<file path="config.mk">
export PLATFORM = sky130hd
export DESIGN_NAME = dec_stage
export DESIGN_NICKNAME = d
export VERILOG_FILES = /design/src/rtl/dec_pkg.sv /design/src/rtl/dec_regfile.sv /design/src/rtl/dec_imm_ext.sv /design/src/rtl/dec_branch_adder.sv /design/src/rtl/dec_stage.sv
export SDC_FILE = /design/constraint.sdc
export NUM_CORES = 1
export LEC_CHECK = 0
export BUFFER_PORTS_ARGS = -buffer_cell sky130_fd_sc_hd__buf_2
export CORE_ASPECT_RATIO = 0.6
export CORE_MARGIN = 3
export CORE_UTILIZATION = 30
export DETAILED_ROUTE_END_ITERATION = 8
export PLACE_DENSITY = 0.46
export SLEW_MARGIN = 5
export SYNTH_ARGS = -nofsm -noshare
export SYNTH_HDL_FRONTEND = slang
export SYNTH_SLANG_ARGS = --single-unit
</file>
<file path="constraint.sdc">
create_clock -name clk -period 5.2 [get_ports clk]
set_input_delay 0 -clock clk [delete_from_list [all_inputs] [get_ports clk]]
set_output_delay 0 -clock clk [all_outputs]
set_load 0.005 [all_outputs]
</file>
<file path="src/rtl/dec_pkg.sv">
package dec_pkg;
  localparam int XLEN  = 32;
  localparam int NREGS = 16;
  localparam int OFF_W = 24;

  typedef enum logic [1:0] {
    CLS_ALU    = 2'b00,
    CLS_MEM    = 2'b01,
    CLS_BRANCH = 2'b10,
    CLS_OTHER  = 2'b11
  } insn_class_e;

  function automatic insn_class_e class_of(input logic [31:0] word);
    return insn_class_e'(word[27:26]);
  endfunction
endpackage

</file>
<file path="src/rtl/dec_regfile.sv">
module dec_regfile #(
  parameter int XLEN  = 32,
  parameter int NREGS = 16,
  localparam int AW   = $clog2(NREGS)
) (
  input  logic            clk,
  input  logic            rst_n,
  input  logic            we,
  input  logic [AW-1:0]   waddr,
  input  logic [XLEN-1:0] wdata,
  input  logic [AW-1:0]   raddr_a,
  input  logic [AW-1:0]   raddr_b,
  output logic [XLEN-1:0] rdata_a,
  output logic [XLEN-1:0] rdata_b
);
  localparam logic [AW-1:0] LOCKED_IDX = AW'(NREGS - 1);

  logic [XLEN-1:0] regs [NREGS];
  logic            wr_ok;

  assign wr_ok = we && (waddr != LOCKED_IDX);

  always_ff @(posedge clk or negedge rst_n) begin
    if (!rst_n) begin
      for (int i = 0; i < NREGS; i++) regs[i] <= '0;
    end else if (wr_ok) begin
      regs[waddr] <= wdata;
    end
  end

  assign rdata_a = regs[raddr_a];
  assign rdata_b = regs[raddr_b];

  AST_WRITE_LANDS: assert property (@(posedge clk) disable iff (!rst_n)
    (we && waddr != LOCKED_IDX) |=> regs[$past(waddr)] == $past(wdata));

  AST_LOCKED_ZERO: assert property (@(posedge clk) disable iff (!rst_n)
    regs[NREGS-1] == '0);

  AST_CLEAR_ON_RESET: assert property (@(posedge clk) disable iff (!rst_n)
    $rose(rst_n) |-> (rdata_a == '0 && rdata_b == '0));

  for (genvar g = 0; g < NREGS; g++) begin : g_hold
    AST_ENTRY_HOLDS: assert property (@(posedge clk) disable iff (!rst_n)
      !(we && waddr == AW'(g)) |=> $stable(regs[g]));
  end
endmodule

</file>
<file path="src/rtl/dec_imm_ext.sv">
module dec_imm_ext
  import dec_pkg::*;
#(
  parameter int XLEN   = 32,
  parameter int ALU_W  = 8,
  parameter int MEM_W  = 12,
  parameter int OFF_W  = 24
) (
  input  logic [31:0]     instr,
  output logic [XLEN-1:0] imm
);
  insn_class_e cls;
  assign cls = class_of(instr);

  always_comb begin
    unique case (cls)
      CLS_ALU:    imm = XLEN'(instr[ALU_W-1:0]);
      CLS_MEM:    imm = XLEN'(instr[MEM_W-1:0]);
      CLS_BRANCH: imm = {{(XLEN-OFF_W){instr[OFF_W-1]}}, instr[OFF_W-1:0]};
      default:    imm = '0;
    endcase
  end
endmodule

</file>
<file path="src/rtl/dec_branch_adder.sv">
module dec_branch_adder #(
  parameter int XLEN  = 32,
  parameter int OFF_W = 24,
  parameter int SHIFT = 2
) (
  input  logic [XLEN-1:0]  pc_plus8,
  input  logic [OFF_W-1:0] offset,
  output logic [XLEN-1:0]  target
);
  logic [XLEN-1:0] off_sx;
  logic [XLEN-1:0] off_scaled;

  assign off_sx     = {{(XLEN-OFF_W){offset[OFF_W-1]}}, offset};
  assign off_scaled = off_sx << SHIFT;
  assign target     = pc_plus8 + off_scaled;
endmodule

</file>
<file path="src/rtl/dec_stage.sv">
module dec_stage
  import dec_pkg::*;
(
  input  logic        clk,
  input  logic        rst_n,
  input  logic [31:0] instr,
  input  logic [31:0] pc_plus8,
  input  logic        wb_en,
  input  logic [3:0]  wb_addr,
  input  logic [31:0] wb_data,
  output logic [31:0] src_a,
  output logic [31:0] src_b,
  output logic [31:0] imm_ext,
  output logic [31:0] br_target
);
  localparam int AW = $clog2(NREGS);

  logic [AW-1:0] idx_n;
  logic [AW-1:0] idx_m;

  assign idx_n = instr[19:16];
  assign idx_m = instr[3:0];

  dec_regfile #(.XLEN(XLEN), .NREGS(NREGS)) u_rf (
    .clk     (clk),
    .rst_n   (rst_n),
    .we      (wb_en),
    .waddr   (wb_addr),
    .wdata   (wb_data),
    .raddr_a (idx_n),
    .raddr_b (idx_m),
    .rdata_a (src_a),
    .rdata_b (src_b)
  );

  dec_imm_ext #(.XLEN(XLEN), .OFF_W(OFF_W)) u_imm (
    .instr (instr),
    .imm   (imm_ext)
  );

  dec_branch_adder #(.XLEN(XLEN), .OFF_W(OFF_W)) u_bta (
    .pc_plus8 (pc_plus8),
    .offset   (instr[OFF_W-1:0]),
    .target   (br_target)
  );

  AST_ALU_IMM_NARROW: assert property (@(posedge clk) disable iff (!rst_n)
    (instr[27:26] == 2'b00) |-> (imm_ext[31:8] == '0));

  AST_MEM_IMM_NARROW: assert property (@(posedge clk) disable iff (!rst_n)
    (instr[27:26] == 2'b01) |-> (imm_ext[31:12] == '0));

  AST_OTHER_IMM_ZERO: assert property (@(posedge clk) disable iff (!rst_n)
    (instr[27:26] == 2'b11) |-> (imm_ext == '0));

  AST_BR_ALIGNED: assert property (@(posedge clk) disable iff (!rst_n)
    br_target[1:0] == pc_plus8[1:0]);
endmodule

</file>
After elaboration in Yosys (flattened, before gate mapping)
Index checks and enable logic that the tools add are counted.
- flip-flop bits (word level): 512
- input port bits: 103
- output and inout bits: 128
- add/subtract/negate cells: 1
- $lt $le $gt $ge: 4
- equality and inequality tests: 3
- mux-type cells: 10
- bitwise logic cells: 3
- reduce and logical (&&, ||, !) cells: 3
- operators by type and width (operator ; number):
    bitwise mux 512 bit ; 1
    binary-select mux 32 bit (select 4 bit) ; 2
    2-to-1 mux 32 bit ; 5
    demux 32 bit (select 4 bit) ; 1
    one-hot mux 32 bit (3 select lines) ; 1
    adder 32 bit ; 1
    >= comparator 5 bit (second input constant) ; 3
    NOT 4 -> 5 bit ; 3
    < comparator 5 x 1 -> 1 bit (second input constant) ; 1
    != test 4 bit (second input constant) ; 1
    == test 2 x 1 -> 1 bit (second input constant) ; 1
    == test 2 bit (second input constant) ; 1
    logical AND 1 bit ; 2
    logical NOT 2 bit ; 1

Logic depth before layout (Yosys ltp)
- word-level depth: 6
- mapped depth: 10
- gate-level depth less buffers: 9

By module
Synthesis repeated with hierarchy kept, for this count alone.
- cells, all modules: 1982
- area total of the unflattened synthesis: 28349.7 µm²
- modules (own cells, without submodules) (module ; times used ; cells an instance ; area each (µm²) ; seq. area each (µm²)):
    dec_regfile ; 1 ; 1672 ; 26206.4 ; 12812.3
    dec_branch_adder ; 1 ; 274 ; 1906.8 ; 0.0
    dec_imm_ext ; 1 ; 36 ; 236.5 ; 0.0

Least setup slack after synthesis
No wires, ideal clock.
- kind: input to output
- start: input instr[1]
- end: output br_target[28]
- arrival: 2.321 ns
- setup slack: 2.879 ns
- stages: 10
- buffers on the path: 2
- cell sequence: clkbuf_1 -> buf_1 -> inv_1 -> fa_1 -> nor2b_1 -> o31a_1 -> o31a_1 -> o21bai_1 -> a31o_2 -> a211o_1
- longest elaborated chain between the ends: 1
- ends and longest elaborated chain (what ; line ; RTL):
    from (decl) ; dec_stage.sv:6 ; input logic [31:0] instr,
    adder 32 bit ; dec_branch_adder.sv:15 ; assign target = pc_plus8 + off_scaled;
    to (decl) ; dec_stage.sv:14 ; output logic [31:0] br_target
No other way between the ends.

Worst setup path in the final report
- start: input instr[0]
- end: output br_target[24]
Same word-level chain as after synthesis.

==> results.toml <==
[status]
status = "completed"

[layout]
ff_latch_area_mm2 = 0.01281
layoutNonFillerInstCount = 3225
nNetsFinal = 2089
multiInputGateArea_mm2 = 0.01473
regMostFlops = "u_rf.regs"
layout_common_cells = "dfrtp_1 (512), mux2_2 (476), mux4_2 (320)"
top_regs = "u_rf.regs: 512 flops"
final_common_cell = "dfrtp_1"
syn2layout_area_growth_pct = 14.56
antenna_cells = 0
largest_reg_flops = 512
drive_gt1_share_pct = 57.35
nFillCells = 8856

[floorplan]
num_rows = 86
die_x_um = 403.0
die_h_um = 244.2
dieArea_mm2 = 0.09839
num_io_pins = 231
initial_core_util_pct = 30.58
fp.coreArea_mm2 = 0.09275

[setup_path]
critical_path_buf_inv_count = 3
critical_path.max_fanout = 52
crit_chain = "buf_8 > ha_1 > inv_1 > fa_1 > nor2b_1 > o31a_1 > o31a_1 > o21bai_1 > and3_1 > a311oi_1 > buf_2"
end_kind = "output port"
cp_slowest_cell = "buf_8"
timing.rr.start = "u_rf.regs[360]$_DFFE_PN0P_"
critPathArrivalTime_ns = 3.04
critical_path_class = "input port to output port"
crit_path_max_incr_delay_ns = 0.49
crit_top_cell = "o31a_1"
crit_end = "br_target[24]"
reg2reg_depth = 1
crit_required_ns = 5.20
rr_endpoint = "u_rf.regs[360]$_DFFE_PN0P_"
r2r_slack_ns = 4.36
worst-path-stages = 11
crit_family = "compound AO/OA/AOI/OAI gates"
start_kind = "input port"
setup.worst_path.start = "instr[0]"

[clocking]
cts.sinks = 512
cts_tree = "built"
max-clock-path-buffers = 3
cts_resized = 0
htree_levels = 2
ctsRootBufferMaster = "clkbuf_16"
clkLatencyLatePin_ns = 0.61
cts_buffers = 50

[synthesis]
synth_area_mm2 = 0.02836
avgSynthCellArea_um2 = 15.48
synth-main-ff-cell = "dfrtp_1"
synth_cells = 1832
synth_fp_nets = 1965
synth_edf_count = 0
ys_seq_elements = 512
yosys_warnings = 0
ys_seq_area_share_pct = 45.17
synth_cell_types = 56
async_flop_share_pct = 100.0

[timing]
holdWs_ns = 0.00001108
finClkSkew_ns = 0
finalCritPeriodShare_pct = 58.44
rsz0062_at_grt = "no"
fin_crit_ns = 3.039
slew_headroom_pct = 20.58
setup_viol = 0
worst_slew_pin_slew_ns = 1.189
drv_slew = 0
fmax_ghz = 0.3291
finalHoldViolCount = 0
setup_tns_ns = 0

[detailed_routing]
postRouteAntennaNets = 0
avgRoutedWirePerCell_um = 26.50
dr_total_vias = 17330
post-route-drc-count = 0
drtIter0Drc = 983
via_per_inst = 5.375
routed_wl_um = 85460
dr.pass1.iters = 5

[min_path]
hp-class = "input port to output port"

[grt]
antenna_found_initial = 2
first_global_vias = 18590
grt_overflow = 0
grt_usage_pct = 17.35
grt_pass1_wl_um = 127900
grt_max_degree = 164

[power]
powerDensity_mw_per_mm2 = 378.5
leakage_nw = 13.44
peakVddDrop_mv = 0.2290

[placed_design]
gp_congestion = 0.8488
io_buffers = 220
dp.cells = 3103
dp.final_hpwl_um = 50510

[run]
drv_cap = 0
[timing repair]
action	CTS	global route
buffers inserted	0	0
hold endpoints to repair	574	0
hold buffers	33	0
endpoints found under the setup margin	0	0
[cells in the mapped netlist (3+ instances only)]
| cell type | number | area share (%) |
|---|---|---|
| or3_1 | 4 | 0.088 |
| o21ai_0 | 21 | 0.37 |
| a211o_1 | 5 | 0.15 |
| a21oi_1 | 28 | 0.49 |
| inv_1 | 11 | 0.15 |
| o21bai_1 | 5 | 0.13 |
| and4_1 | 3 | 0.093 |
| nand2b_1 | 6 | 0.13 |
| nor2_1 | 35 | 0.46 |
| buf_2 | 30 | 0.53 |
| ha_1 | 29 | 1.3 |
| nand2_1 | 29 | 0.38 |
| o21a_1 | 8 | 0.21 |
| o31a_1 | 3 | 0.093 |
| xor2_1 | 5 | 0.15 |
| and3_1 | 4 | 0.088 |
| and2_1 | 23 | 0.51 |
| mux2_1 | 5 | 0.20 |
| nand4_1 | 8 | 0.18 |
| o211ai_1 | 4 | 0.11 |
| mux2_2 | 476 | 19 |
| dfrtp_1 | 512 | 45 |
| nor3_1 | 7 | 0.12 |
| a21o_1 | 5 | 0.13 |
| buf_4 | 11 | 0.29 |
| nor3b_1 | 3 | 0.079 |
| clkbuf_1 | 141 | 1.9 |
| nand3_1 | 9 | 0.16 |
| buf_1 | 27 | 0.36 |
| nor2b_1 | 5 | 0.11 |
| xnor2_1 | 16 | 0.49 |
| mux4_2 | 320 | 25 |
[power by group]
group	total, mW	internal, mW	switching [mW]
combinational	3.16	1.95	1.21
clock	3.66	2.02	1.65
sequential	5.47	4.86	0.612
total	12.3	8.83	3.47
[layout make-up]
type                       instances  share of cell area, %
clock buffer                      77                  4.690
clock inverter                    12                 0.2542
inverter                          11                 0.1271
multi-input combinational       1100                  45.32
sequential                       512                  39.43
tap                             1232                  4.744
timing repair buffer             281                  5.430
[metrics by stage]
step,total power [mW],area [µm²],utilization (%),setup WS (ns)
CTS,12.48,32490,35.03,2.089
global route,12.97,32490,35.03,1.860
detailed placement,8.714,30550,32.94,2.101
finish,12.30,32490,35.03,2.161
floorplan,7.594,28360,-,2.879
global placement,8.583,30550,32.94,2.108
[logic make-up (layout without fill, tap and decap cells)]
| kind of cell | count (synthesis) | count (layout) | synth area share (%) |
|---|---|---|---|
| XOR/XNOR | 21 | 21 | 0.6485 |
| AO/OA/AOI/OAI | 101 | 101 | 2.422 |
| buffers and inverters | 220 | 381 | 3.190 |
| flip-flops | 512 | 512 | 45.17 |
| adder cells (fa/ha/maj) | 30 | 30 | 1.350 |
| AND/OR/NAND/NOR | 146 | 146 | 2.673 |
| multiplexers | 802 | 802 | 44.54 |
[worst min-delay path by stage]
stage                     start  depth (start not counted)  slack (ns)                        to
floorplan                 rst_n                          0       -0.30  u_rf.regs[0]$_DFFE_PN0P_
global placement    pc_plus8[1]                          0     0.00003              br_target[1]
detailed placement  pc_plus8[1]                          0     0.00003              br_target[1]
CTS                 pc_plus8[1]                          0     0.00003              br_target[1]
global route        pc_plus8[1]                          0     0.00004              br_target[1]
finish              pc_plus8[1]                          0     0.00001              br_target[1]
[layer usage]
layer | part of all wire (%) | global-route usage (%)
met3 | 4.1 | 2.810
met4 | 2.3 | 4.070
met2 | 47 | 27.99
met1 | 47 | 24.55
met5 | 0.032 | 0
(Power assumes the default switching activity.)
